## src/rtl/gpio_pad_pkg.sv

```systemverilog
// Shared types for the pad configuration register.
// Assumes event pulses are one cycle wide and synchronous to clk.
package gpio_pad_pkg;

    typedef enum logic [1:0] {
        RSEL_PWRGOOD = 2'b00,
        RSEL_DEEP    = 2'b01,
        RSEL_HOST    = 2'b10,
        RSEL_RESUME  = 2'b11
    } rsel_e;

    typedef struct packed {
        logic warm;
        logic cold;
        logic sleep;
        logic glob;
        logic deep;
        logic g3;
    } plat_evt_t;

endpackage

```

## src/rtl/gpio_pad_rst_decode.sv

```systemverilog
// Maps the reset-select code and the platform events to two reset strobes:
// one for the configuration word and one for the lock bit.
// IS_DSW selects the deep-sleep-well mapping; otherwise the primary-well mapping.
// Assumes all inputs are synchronous to the register clock.
module gpio_pad_rst_decode
    import gpio_pad_pkg::*;
#(
    parameter bit IS_DSW = 1'b0
) (
    input  logic [1:0] sel,
    input  plat_evt_t  evt,
    output logic       cfg_rst,
    output logic       lock_rst
);

    logic pg_evt;
    logic deep_evt;
    logic resume_evt;

    // Power-good domain of this well; this is the fixed domain of the lock bit.
    generate
        if (IS_DSW) begin : g_dsw
            assign pg_evt     = evt.g3;
            assign resume_evt = evt.deep | evt.g3;
        end else begin : g_primary
            assign pg_evt     = evt.deep | evt.g3;
            // Code 11 is reserved on this well and behaves as power-good.
            assign resume_evt = evt.deep | evt.g3;
        end
    endgenerate

    // Deep domain: every event except sleep entry.
    assign deep_evt = evt.warm | evt.cold | evt.glob | evt.deep | evt.g3;

    // Select which domain resets the configuration word.
    always_comb begin
        case (rsel_e'(sel))
            RSEL_PWRGOOD: cfg_rst = pg_evt;
            RSEL_DEEP:    cfg_rst = deep_evt;
            RSEL_HOST:    cfg_rst = deep_evt | evt.sleep;
            default:      cfg_rst = resume_evt;
        endcase
    end

    assign lock_rst = pg_evt;

endmodule

```

## src/rtl/gpio_pad_lock_ctl.sv

```systemverilog
// Lock bit of the pad. It is set by a request and cleared only by its
// power-good domain strobe or by the block reset. No write port reaches it.
module gpio_pad_lock_ctl (
    input  logic clk,
    input  logic rst_n,
    input  logic lock_rst,
    input  logic lock_req,
    output logic locked
);

    // Hold the lock; a domain reset wins over a same-cycle request.
    always_ff @(posedge clk) begin
        if (!rst_n || lock_rst) begin
            locked <= 1'b0;
        end else if (lock_req) begin
            locked <= 1'b1;
        end
    end

    assert_lock_sticky_R7 : assert property (@(posedge clk) disable iff (!rst_n)
        (locked && !lock_rst) |=> locked);

    assert_lock_clear_R7 : assert property (@(posedge clk) disable iff (!rst_n)
        lock_rst |=> !locked);

endmodule

```

## src/rtl/gpio_pad_cfg_store.sv

```systemverilog
// Configuration word storage. A reset strobe restores CFG_DEFAULT and wins
// over a same-cycle write. While locked, bits under LOCK_MASK ignore writes.
module gpio_pad_cfg_store #(
    parameter int              DATA_W      = 32,
    parameter logic [DATA_W-1:0] CFG_DEFAULT = '0,
    parameter logic [DATA_W-1:0] LOCK_MASK   = '1
) (
    input  logic              clk,
    input  logic              rst_n,
    input  logic              cfg_rst,
    input  logic              wr_en,
    input  logic [DATA_W-1:0] wr_data,
    input  logic              locked,
    output logic [DATA_W-1:0] cfg_q
);

    logic [DATA_W-1:0] wr_mask;

    // Bits a write may change in this cycle.
    assign wr_mask = locked ? ~LOCK_MASK : {DATA_W{1'b1}};

    // Update the word: reset first, then masked write.
    always_ff @(posedge clk) begin
        if (!rst_n || cfg_rst) begin
            cfg_q <= CFG_DEFAULT;
        end else if (wr_en) begin
            cfg_q <= (cfg_q & ~wr_mask) | (wr_data & wr_mask);
        end
    end

    assert_rst_wins_R9 : assert property (@(posedge clk) disable iff (!rst_n)
        cfg_rst |=> (cfg_q == CFG_DEFAULT));

    assert_locked_bits_hold_R8 : assert property (@(posedge clk) disable iff (!rst_n)
        (locked && !cfg_rst) |=> ((cfg_q & LOCK_MASK) == ($past(cfg_q) & LOCK_MASK)));

endmodule

```

## src/rtl/gpio_pad_cfg_reg.sv

```systemverilog
// Pad configuration register with a run-time selectable reset domain and a
// lock bit tied to the well's power-good domain. The select field sits in the
// top two bits of the word. lock_mismatch flags a default word that is still
// locked while the select field names a domain other than power-good.
module gpio_pad_cfg_reg
    import gpio_pad_pkg::*;
#(
    parameter int                DATA_W      = 32,
    parameter bit                IS_DSW      = 1'b0,
    parameter logic [DATA_W-1:0] CFG_DEFAULT = 32'h4000_0200,
    parameter logic [DATA_W-1:0] LOCK_MASK   = 32'hFFFF_FF00
) (
    input  logic              clk,
    input  logic              rst_n,
    input  logic              evt_warm,
    input  logic              evt_cold,
    input  logic              evt_sleep,
    input  logic              evt_global,
    input  logic              evt_deep,
    input  logic              evt_g3,
    input  logic              wr_en,
    input  logic [DATA_W-1:0] wr_data,
    input  logic              lock_req,
    output logic [DATA_W-1:0] cfg_q,
    output logic              locked,
    output logic              lock_mismatch
);

    localparam int SEL_LSB = DATA_W - 2;

    plat_evt_t   evt;
    logic [1:0]  sel;
    logic        cfg_rst;
    logic        lock_rst;

    // Gather the event pulses into one bundle.
    assign evt = '{warm: evt_warm, cold: evt_cold, sleep: evt_sleep,
                   glob: evt_global, deep: evt_deep, g3: evt_g3};

    assign sel = cfg_q[DATA_W-1:SEL_LSB];

    gpio_pad_rst_decode #(.IS_DSW(IS_DSW)) u_decode (
        .sel      (sel),
        .evt      (evt),
        .cfg_rst  (cfg_rst),
        .lock_rst (lock_rst)
    );

    gpio_pad_lock_ctl u_lock (
        .clk      (clk),
        .rst_n    (rst_n),
        .lock_rst (lock_rst),
        .lock_req (lock_req),
        .locked   (locked)
    );

    gpio_pad_cfg_store #(
        .DATA_W      (DATA_W),
        .CFG_DEFAULT (CFG_DEFAULT),
        .LOCK_MASK   (LOCK_MASK)
    ) u_store (
        .clk     (clk),
        .rst_n   (rst_n),
        .cfg_rst (cfg_rst),
        .wr_en   (wr_en),
        .wr_data (wr_data),
        .locked  (locked),
        .cfg_q   (cfg_q)
    );

    // Flag a default word that software can no longer reprogram.
    assign lock_mismatch = locked && (cfg_q == CFG_DEFAULT) && (sel != 2'b00);

    initial assert (DATA_W >= 2) else $error("DATA_W too small");

    assert_sleep_kept_deep_R4 : assert property (@(posedge clk) disable iff (!rst_n)
        (sel == 2'b01 && evt_sleep && !evt_warm && !evt_cold && !evt_global
         && !evt_deep && !evt_g3 && !wr_en) |=> $stable(cfg_q));

    assert_host_sleep_resets_R5 : assert property (@(posedge clk) disable iff (!rst_n)
        (sel == 2'b10 && evt_sleep) |=> (cfg_q == CFG_DEFAULT));

    assert_warm_keeps_lock_R7 : assert property (@(posedge clk) disable iff (!rst_n)
        (locked && evt_warm && !evt_deep && !evt_g3) |=> locked);

endmodule

```

## config.mk

```make
export PLATFORM = sky130hd
export DESIGN_NAME = gpio_pad_cfg_reg
export DESIGN_NICKNAME = d
export VERILOG_FILES = /design/src/rtl/gpio_pad_pkg.sv /design/src/rtl/gpio_pad_rst_decode.sv /design/src/rtl/gpio_pad_lock_ctl.sv /design/src/rtl/gpio_pad_cfg_store.sv /design/src/rtl/gpio_pad_cfg_reg.sv
export SDC_FILE = /design/constraint.sdc
export NUM_CORES = 1
export LEC_CHECK = 0
export CORE_MARGIN = 10
export CORE_UTILIZATION = 40
export DETAILED_ROUTE_END_ITERATION = 12
export GPL_ROUTABILITY_DRIVEN = 0
export GPL_TIMING_DRIVEN = 0
export PLACE_DENSITY = 0.89
export SLEW_MARGIN = 20
export SYNTH_ARGS = -nofsm -noshare
export SYNTH_HDL_FRONTEND = slang
export SYNTH_SLANG_ARGS = --single-unit
```

## constraint.sdc

```tcl
create_clock -name clk -period 1.89 [get_ports clk]
set_clock_uncertainty 0.05 [all_clocks]
set_input_delay 0.378 -clock clk [delete_from_list [all_inputs] [get_ports clk]]
set_output_delay 0.378 -clock clk [all_outputs]
set_load 0.1 [all_outputs]
```

; Yosys cells after proc, flatten, opt, wreduce, memory -nomap -nowiden
; Index checks and enable logic that the tools add are counted.
[totals]
ff_bits = 33
input_bits = 42
elab_cells = 23
[op_classes]
muxes = 2
bitwise = 10
reduce_logical = 6
eq_ne = 3
[ops]
columns = op, count
row1 = AND 32 bit, 2
row2 = "== test 32 x 31 -> 1 bit, second input constant", 1
row3 = two-way mux 32 bit, 1
row4 = NOT 32 bit, 1
row5 = OR 32 bit, 1
row6 = OR 1 bit, 6
row7 = "== test 2 x 1 -> 1 bit, second input constant", 1
row8 = "== test 2 bit, second input constant", 1
row9 = logical AND 1 bit, 2
row10 = logical OR 1 bit, 2
row11 = case mux 1 bit (2 select lines), 1
row12 = nonzero test 2 bit, 1
row13 = zero test 1 bit, 1

; Longest topological paths before layout
; Gate-level depths: netlist of the first run.
[depth]
ltp_word = 7
depth_mapped = 6
depth_no_buf = 5

; Hierarchy
; Synthesis of the first run repeated with hierarchy kept, for this count alone.
[hier_totals]
hier_cells = 160
hier_area_um2 = 1470.2
[modules_own_cells]
columns = module, cells_each, n_inst, seq_area_each_um2, area_per_inst_um2
row1 = gpio_pad_cfg_store, 133, 1, 640.6, 1275.0
row2 = gpio_pad_cfg_reg, 14, 1, 0.0, 87.6
row3 = gpio_pad_rst_decode, 10, 1, 0.0, 71.3
row4 = gpio_pad_lock_ctl, 3, 1, 20.0, 36.3

; Worst setup path after synthesis of the first run
; No wires, ideal clock.
[synth_path]
kind = register to output
start = register with a tool-made name
end = output port lock_mismatch
arrival_time_ps = 3699
path_stages_with_launch = 6
n_path_buf = 0
path_slack_ps = -2237
required_ps = 1462
cell_sequence = dfxtp_1 inv_1 ha_1 nor4_1 nand4_1 nor3_1
[synth_lines]
columns = item, line_no
row1 = end: declaration, gpio_pad_cfg_reg.sv:26  ; output logic lock_mismatch

==> impl_summary.log, run 1 <==
INFO  metric cell_area_after_synthesis = 0.00163 mm^2
INFO  metric worst-endpoint-required = 1.46 ns
INFO  metric placed_cells_incl_taps = about 260
INFO  metric timing.final.max_slew_violations = 0
INFO  metric grt_overflow_total = 0
INFO  metric die_h = 83.9 um
INFO  metric chipWidth = around 84 um
INFO  metric num-nets-final = approximately 260
INFO  metric cts_hold_buf = 0
INFO  metric cts.sink_count = 33
INFO  metric max_cap_violations = 0
INFO  metric largest_net_degree_at_the_start_of_global_routing = 11
INFO  metric grt.met1_usage = between 10 and 15%
INFO  metric slew-limit-headroom = 36.8%
INFO  metric boundaryPins = 76
INFO  metric ir_drop = 0.000329 V
INFO  metric postSynthRegisterBits = 33
INFO  metric gr-usage-all-layers = 13.8%
INFO  metric dp_hpwl = 3.80 mm
INFO  metric clock-root-buffer = sky130_fd_sc_hd__clkbuf_8
INFO  metric cts_tree = built
INFO  metric cts_made_buffers = 5
INFO  metric vias_per_cell = 5.06
INFO  metric setup-violations-final = 1
INFO  metric power_density = 564 mW/mm^2
INFO  metric hold_ws = 0.459 ns
INFO  metric grt_pass1_wl = 7.91 mm
INFO  metric antenna_cells_inserted = 0
INFO  metric synth_sequential_area_ratio = 40.5%
INFO  metric clock_path_buffers = 2
INFO  metric final_period_minus_worst_setup_slack = between 2 and 2.5 ns
INFO  metric final_cell_count_no_fill = between 200 and 300
INFO  metric regArea = approximately 700 um^2
INFO  metric ant_nets = 0
INFO  metric post-route-drc-count = 0
INFO  metric wl_per_cell = 18.4 um
INFO  metric post-route-worst-setup-slack = -0.248 ns
INFO  metric synth.lib_cells_used.distinct = 20
INFO  metric fmax = between 400 and 500 MHz
INFO  metric yosys_warnings = 0
INFO  metric fin_util = 66.9%
INFO  metric initial_utilization = 41.1%
INFO  metric use_met3 = between 8 and 9%
INFO  metric finalHoldViolCount = 0
INFO  metric run_status = complete, but fails checks
INFO  metric design.die.area = 0.00703 mm^2
INFO  metric first_iter_violations = 31
INFO  metric postSynthCellCount = 132
INFO  metric worstMarginPinSlew = 0.951 ns
INFO  metric routed-via-count = 1352
INFO  metric core_region_area = 0.00397 mm^2
INFO  metric report.power.total = around 1.5 mW
INFO  metric p_leak = 1.01 nW
INFO  metric unrepaired_setup_endpoints_after_global_routing = yes
INFO  metric post_route_cells_drive_above_1_share = a little over half
INFO  metric start_kind = register
INFO  metric clk_latency = between 0.2 and 0.3 ns
INFO  metric postSynthNetCount = 177
INFO  metric placement.cell_area = 0.00248 mm^2
INFO  metric synth.avg_cell_area = between 10 and 15 um^2
INFO  metric number_of_global_route_vias_before_repair = 1482
INFO  metric area_taken_by_multi_input_logic_gates = ~940 um^2
INFO  metric syn2layout_area_growth = 62.7%
INFO  metric failed_checks = setup timing
INFO  metric crit_path_max_fanout = 3
INFO  metric rows = 23
INFO  metric category_of_the_worst_setup_path_capture_point = primary output
INFO  metric grt_util_met2 = 22.0%
INFO  metric buffer_ports.inserted = 74
INFO  metric worst_ep_arrival_time = approximately 1.7 ns
INFO  metric post-route-period-util = 113%
INFO  metric layout.cell_area.non_filler = about 0.0027 mm^2
INFO  metric antenna_found_initial = 0
INFO  metric type_of_the_worst_min_delay_path = reg2reg
INFO  metric wirelength = 4.91 mm
INFO  metric drt_pass_1_iters = 4
INFO  metric clock_slew_at_the_register_clock_pins_of_the_worst_setup_and_hold_paths = 0.06 ns
INFO  metric nFillCells = 317
INFO  metric grt-busiest-layer = met2
INFO  metric htree_num_levels = 2
INFO  metric critPathKind = reg2out
-- cells in the mapped netlist --
cell	instances	area, um^2
sky130_fd_sc_hd__a2111oi_2	1	15.0
sky130_fd_sc_hd__a211oi_2	1	12.5
sky130_fd_sc_hd__and2b_1	1	7.51
sky130_fd_sc_hd__buf_4	1	7.51
sky130_fd_sc_hd__buf_6	6	67.6
sky130_fd_sc_hd__clkbuf_1	3	11.3
sky130_fd_sc_hd__dfxtp_1	33	661
sky130_fd_sc_hd__ha_1	3	37.5
sky130_fd_sc_hd__inv_1	2	7.51
sky130_fd_sc_hd__mux2i_1	32	320
sky130_fd_sc_hd__nand2_1	1	3.75
sky130_fd_sc_hd__nand3b_1	2	15.0
sky130_fd_sc_hd__nand4_1	2	12.5
sky130_fd_sc_hd__nor2_1	3	11.3
sky130_fd_sc_hd__nor3_1	2	10.0
sky130_fd_sc_hd__nor3b_1	3	22.5
sky130_fd_sc_hd__nor3b_2	28	350
sky130_fd_sc_hd__nor4_1	5	31.3
sky130_fd_sc_hd__nor4b_1	2	17.5
sky130_fd_sc_hd__o211a_1	1	10.0
-- area by class of cell --
| cell class | count | area share (%) |
|---|---|---|
| inverters | 2 | 0.377 |
| well taps | 50 | 2.36 |
| plain buffers | 10 | 3.25 |
| clock buffers | 8 | 3.39 |
| multi-input cells | 87 | 35.3 |
| repair buffers | 77 | 29.0 |
| flip-flops and latches | 33 | 26.3 |
-- path summary, 6_finish.rpt --
kind | start | end | slack (ns) | depth (start not counted)
min | register | register | 0.46 | 2
max reg2reg | register | register | 0.08 | 6
min reg2reg | register | register | 0.46 | 2
max | register | lock_mismatch | -0.25 | 6
-- cells by family after synthesis --
logic type | share of synthesized area [%]
buffers and inverters | 5.75
multiplexers | 19.6
flip-flops | 40.5
AND/OR/NAND/NOR | 29.5
AO/OA/AOI/OAI | 2.30
adder cells (fa/ha/maj) | 2.30
-- power breakdown --
group          switching (mW)  leakage, nW  internal (mW)
Sequential            0.00403        0.279          0.698
Combinational           0.123        0.687          0.145
Clock                   0.231       0.0455          0.297
-- worst max-delay path, cell delays in order (launching register included) --
cell and delay [ns]:
sky130_fd_sc_hd__dfxtp_4 0.37, sky130_fd_sc_hd__inv_2 0.04, sky130_fd_sc_hd__ha_2 0.18, sky130_fd_sc_hd__nor4_2 0.18, sky130_fd_sc_hd__nand4_1 0.22, sky130_fd_sc_hd__nor3_4 0.23, sky130_fd_sc_hd__buf_12 0.20
-- cell usage in the layout (no fill, tap or decap) --
master / netlist / routed
sky130_fd_sc_hd__ha_2: 0 / 1
sky130_fd_sc_hd__ha_4: 0 / 1
sky130_fd_sc_hd__clkbuf_8: 0 / 6
sky130_fd_sc_hd__nand2_1: 1 / 1
sky130_fd_sc_hd__nor3_4: 0 / 1
sky130_fd_sc_hd__inv_4: 0 / 1
sky130_fd_sc_hd__clkbuf_2: 0 / 7
sky130_fd_sc_hd__nand4_1: 2 / 2
sky130_fd_sc_hd__nor2_1: 3 / 3
sky130_fd_sc_hd__clkdlybuf4s15_1: 0 / 1
sky130_fd_sc_hd__clkdlybuf4s50_1: 0 / 40
sky130_fd_sc_hd__dfxtp_4: 0 / 2
sky130_fd_sc_hd__a2111oi_4: 0 / 1
sky130_fd_sc_hd__nor4b_4: 0 / 1
sky130_fd_sc_hd__and2b_1: 1 / 1
sky130_fd_sc_hd__nor3b_2: 28 / 28
sky130_fd_sc_hd__a211oi_2: 1 / 1
sky130_fd_sc_hd__nand3b_1: 2 / 2
sky130_fd_sc_hd__nor3_1: 2 / 1
sky130_fd_sc_hd__inv_2: 0 / 1
sky130_fd_sc_hd__nor3b_1: 3 / 3
sky130_fd_sc_hd__dfxtp_2: 0 / 25
sky130_fd_sc_hd__o211a_1: 1 / 1
sky130_fd_sc_hd__buf_12: 0 / 1
sky130_fd_sc_hd__ha_1: 3 / 1
sky130_fd_sc_hd__clkdlybuf4s15_2: 0 / 25
sky130_fd_sc_hd__mux2i_1: 32 / 32
sky130_fd_sc_hd__clkbuf_1: 3 / 5
sky130_fd_sc_hd__buf_4: 1 / 4
sky130_fd_sc_hd__dfxtp_1: 33 / 6
sky130_fd_sc_hd__nor4_1: 5 / 4
sky130_fd_sc_hd__nor4b_1: 2 / 1
sky130_fd_sc_hd__buf_6: 6 / 6
sky130_fd_sc_hd__nor4_2: 0 / 1
-- per-stage QoR --
step | setup WS [ns] | TNS, ns
finish | -0.248 | -0.248
global route | -0.311 | -0.339
CTS | -0.225 | -0.225
detailed placement | -1.09 | -2.00
global placement | -1.07 | -1.61
floorplan | -0.475 | -0.475
-- layer usage --
| metal | share of wire (%) | wire [um] |
|---|---|---|
| met1 | 40 | 1980 |
| met5 | 0 | 0 |
| met2 | 47 | 2320 |
| met4 | 2.0 | 98 |
| met3 | 10 | 505 |
-- repair_timing --
action                                  4_1_cts  5_1_grt
endpoints found under the setup margin       34       17
buffers inserted                              2        1
pin swaps                                     2        2
cloned                                        0        0
resized for setup                           107        8
Power figures use the tool's default switching activity.
==> inputs of run 2 (changes only) <==
clock period = 2.3 ns   (was 1.89 ns; I/O delays follow)
==> impl_summary.log, run 2 (synthesis results as in run 1) <==
INFO  metric count_of_buffer_and_inverter_cells_on_the_critical_path = 2
INFO  metric sequentialPowerShare = 46.8%
INFO  metric chipWidth = 83.9 um
INFO  metric crit_path_max_fanout = 3
INFO  metric drt_pass_1_iters = 4
INFO  metric wirelength = 4.94 mm
INFO  metric cts_made_buffers = 5
INFO  metric final_common_cell = sky130_fd_sc_hd__clkdlybuf4s50_1
INFO  metric cts_hold_buf = 0
INFO  metric cts_tree = built
INFO  metric worst-endpoint-required = 1.79 ns
INFO  metric antenna_found_initial = 0
INFO  metric nFillCells = 307
INFO  metric largest_net_degree_at_the_start_of_global_routing = 11
INFO  metric routed-via-count = 1353
INFO  metric critPathKind = reg2out
INFO  metric vias_per_cell = 5.07
INFO  metric grt-busiest-layer = met2
INFO  metric start_kind = register
INFO  metric cts.sink_count = 33
INFO  metric wl_per_cell = roughly 18 um
INFO  metric use_met3 = 8.01%
INFO  metric regArea = around 700 um^2
INFO  metric gr-usage-all-layers = 13.6%
INFO  metric clk_latency = 0.28 ns
INFO  metric worst_ep_arrival_time = 1.78 ns
INFO  metric worstMarginPinSlew = about 0.99 ns
INFO  metric final_period_minus_worst_setup_slack = between 2 and 2.5 ns
INFO  metric placed_cells_incl_taps = 256
INFO  metric total_switching_power = 0.296 mW
INFO  metric timing.final.max_slew_violations = 0
INFO  metric power_density = 457 mW/mm^2
INFO  metric unrepaired_setup_endpoints_after_global_routing = yes
INFO  metric die_h = roughly 84 um
INFO  metric critical-path-slowest-cell = sky130_fd_sc_hd__dfxtp_4
INFO  metric post-route-period-util = 99.5%
INFO  metric clock_path_buffers = 2
INFO  metric type_of_the_worst_min_delay_path = reg2reg
INFO  metric report.power.total = 1.23 mW
INFO  metric max_stage_delay = between 0.3 and 0.4 ns
INFO  metric max_cap_violations = 0
INFO  metric number_of_global_route_vias_before_repair = 1455
INFO  metric area_taken_by_multi_input_logic_gates = 943 um^2
INFO  metric rows = 23
INFO  metric final_cell_count_no_fill = roughly 270
INFO  metric grt.met1_usage = 14.8%
INFO  metric cell_internal_pwr = around 0.94 mW
INFO  metric core_region_area = ~0.0040 mm^2
INFO  metric slew-limit-headroom = 33.6%
INFO  metric run_status = complete, no violations
INFO  metric commonest_non_fill_non_tap_cells_in_the_layout = sky130_fd_sc_hd__clkdlybuf4s50_1, sky130_fd_sc_hd__mux2i_1, sky130_fd_sc_hd__nor3b_2, sky130_fd_sc_hd__dfxtp_2, sky130_fd_sc_hd__dlymetal6s2s_1
INFO  metric category_of_the_worst_setup_path_capture_point = primary output
INFO  metric antenna_cells_inserted = 0
INFO  metric setup_total_negative_slack = 0 ns
INFO  metric boundaryPins = 76
INFO  metric fmax = 437 MHz
INFO  metric design.die.area = 0.00703 mm^2
INFO  metric post_route_cells_drive_above_1_share = ~37%
INFO  metric post-route-drc-count = 0
INFO  metric power.clock.fraction = between 30% and 40%
INFO  metric crit_chain = inv_4 > ha_4 > nor4_4 > nand4_1 > nor3_4 > buf_12
INFO  metric finalHoldViolCount = 0
INFO  metric grt_overflow_total = 0
INFO  metric cpLargestDelayFamily = simple AND/OR/NAND/NOR gates
INFO  metric grt_pass1_wl = 7.82 mm
INFO  metric num-nets-final = 261
INFO  metric buffer_ports.inserted = 74
INFO  metric ant_nets = 0
INFO  metric clock-root-buffer = sky130_fd_sc_hd__clkbuf_8
INFO  metric dp_hpwl = 3.80 mm
INFO  metric first_iter_violations = 36
INFO  metric p_leak = around 1.4 nW
INFO  metric grt_util_met2 = 21.7%
INFO  metric syn2layout_area_growth = 65.2%
INFO  metric comb_power_share = between 10% and 20%
INFO  metric ir_drop = 0.000292 V
INFO  metric initial_utilization = 41.1%
INFO  metric setup-violations-final = 0
INFO  metric htree_num_levels = 2
INFO  metric clock_slew_at_the_register_clock_pins_of_the_worst_setup_and_hold_paths = 0.06 ns
INFO  metric sw_frac_of_total = 24.1%
## run 2: repair_timing
item	in CTS	in global routing
resized for setup	21	24
setup endpoints to repair	11	15
setup buffers	0	3
pin swaps	1	4
## run 2: path summary, 6_finish.rpt
path	start	to	slack, ns	cells past startpoint
max	register	lock_mismatch	0.01	6
min	register	register	0.46	2
max reg2reg	register	register	0.39	7
min reg2reg	register	register	0.46	2
## run 2: worst min-delay path, stage by stage, from the launching register on
cell                       delay [ns]
sky130_fd_sc_hd__dfxtp_2         0.34
sky130_fd_sc_hd__mux2i_1         0.06
sky130_fd_sc_hd__nand3b_1        0.08
## run 2: layout make-up
| type | count | share of cell area [%] |
|---|---|---|
| well taps | 50 | 2.32 |
| multi-input cells | 87 | 35.0 |
| repair buffers | 77 | 29.8 |
| flip-flops and latches | 33 | 26.0 |
| inverters | 2 | 0.371 |
| clock buffers | 8 | 3.34 |
| plain buffers | 10 | 3.20 |
## run 2: per-layer routing
layer  part of all wire, %  wire length, um  vias up
met5                     0                0        -
met4                   2.1              103        0
met3                   9.8              483        9
met2                    48             2360       50
met1                    40             1990      641
li1                      -                -      653
## run 2: power groups by stage
stage	Clock, mW	Sequential [mW]	Combinational [mW]
detailed placement	0	0.589	0.216
global placement	0	0.589	0.214
global route	0.467	0.577	0.232
floorplan	0	0.615	0.0947
CTS	0.447	0.576	0.219
finish	0.437	0.576	0.219
## run 2: metrics by stage
step / area (um^2) / hold WS, ns / utilization, % / worst slack, ns
4_1_cts: 2590 / 0.460 / 65.2 / 0.000522
6_report: 2700 / 0.464 / 67.9 / 0.0120
3_3_place_gp: 2480 / 0.434 / 62.6 / -0.738
3_5_place_dp: 2480 / 0.448 / 62.6 / -0.759
5_1_grt: 2700 / 0.489 / 67.9 / -0.0611
2_1_floorplan: 1680 / 0.548 / - / -0.147
==> inputs of run 3 (changes only) <==
CTS_CLUSTER_SIZE = 30   (was unset)
==> results of run 3 <==
Same layout as run 2: the final DEF is identical, and so are final timing and power.
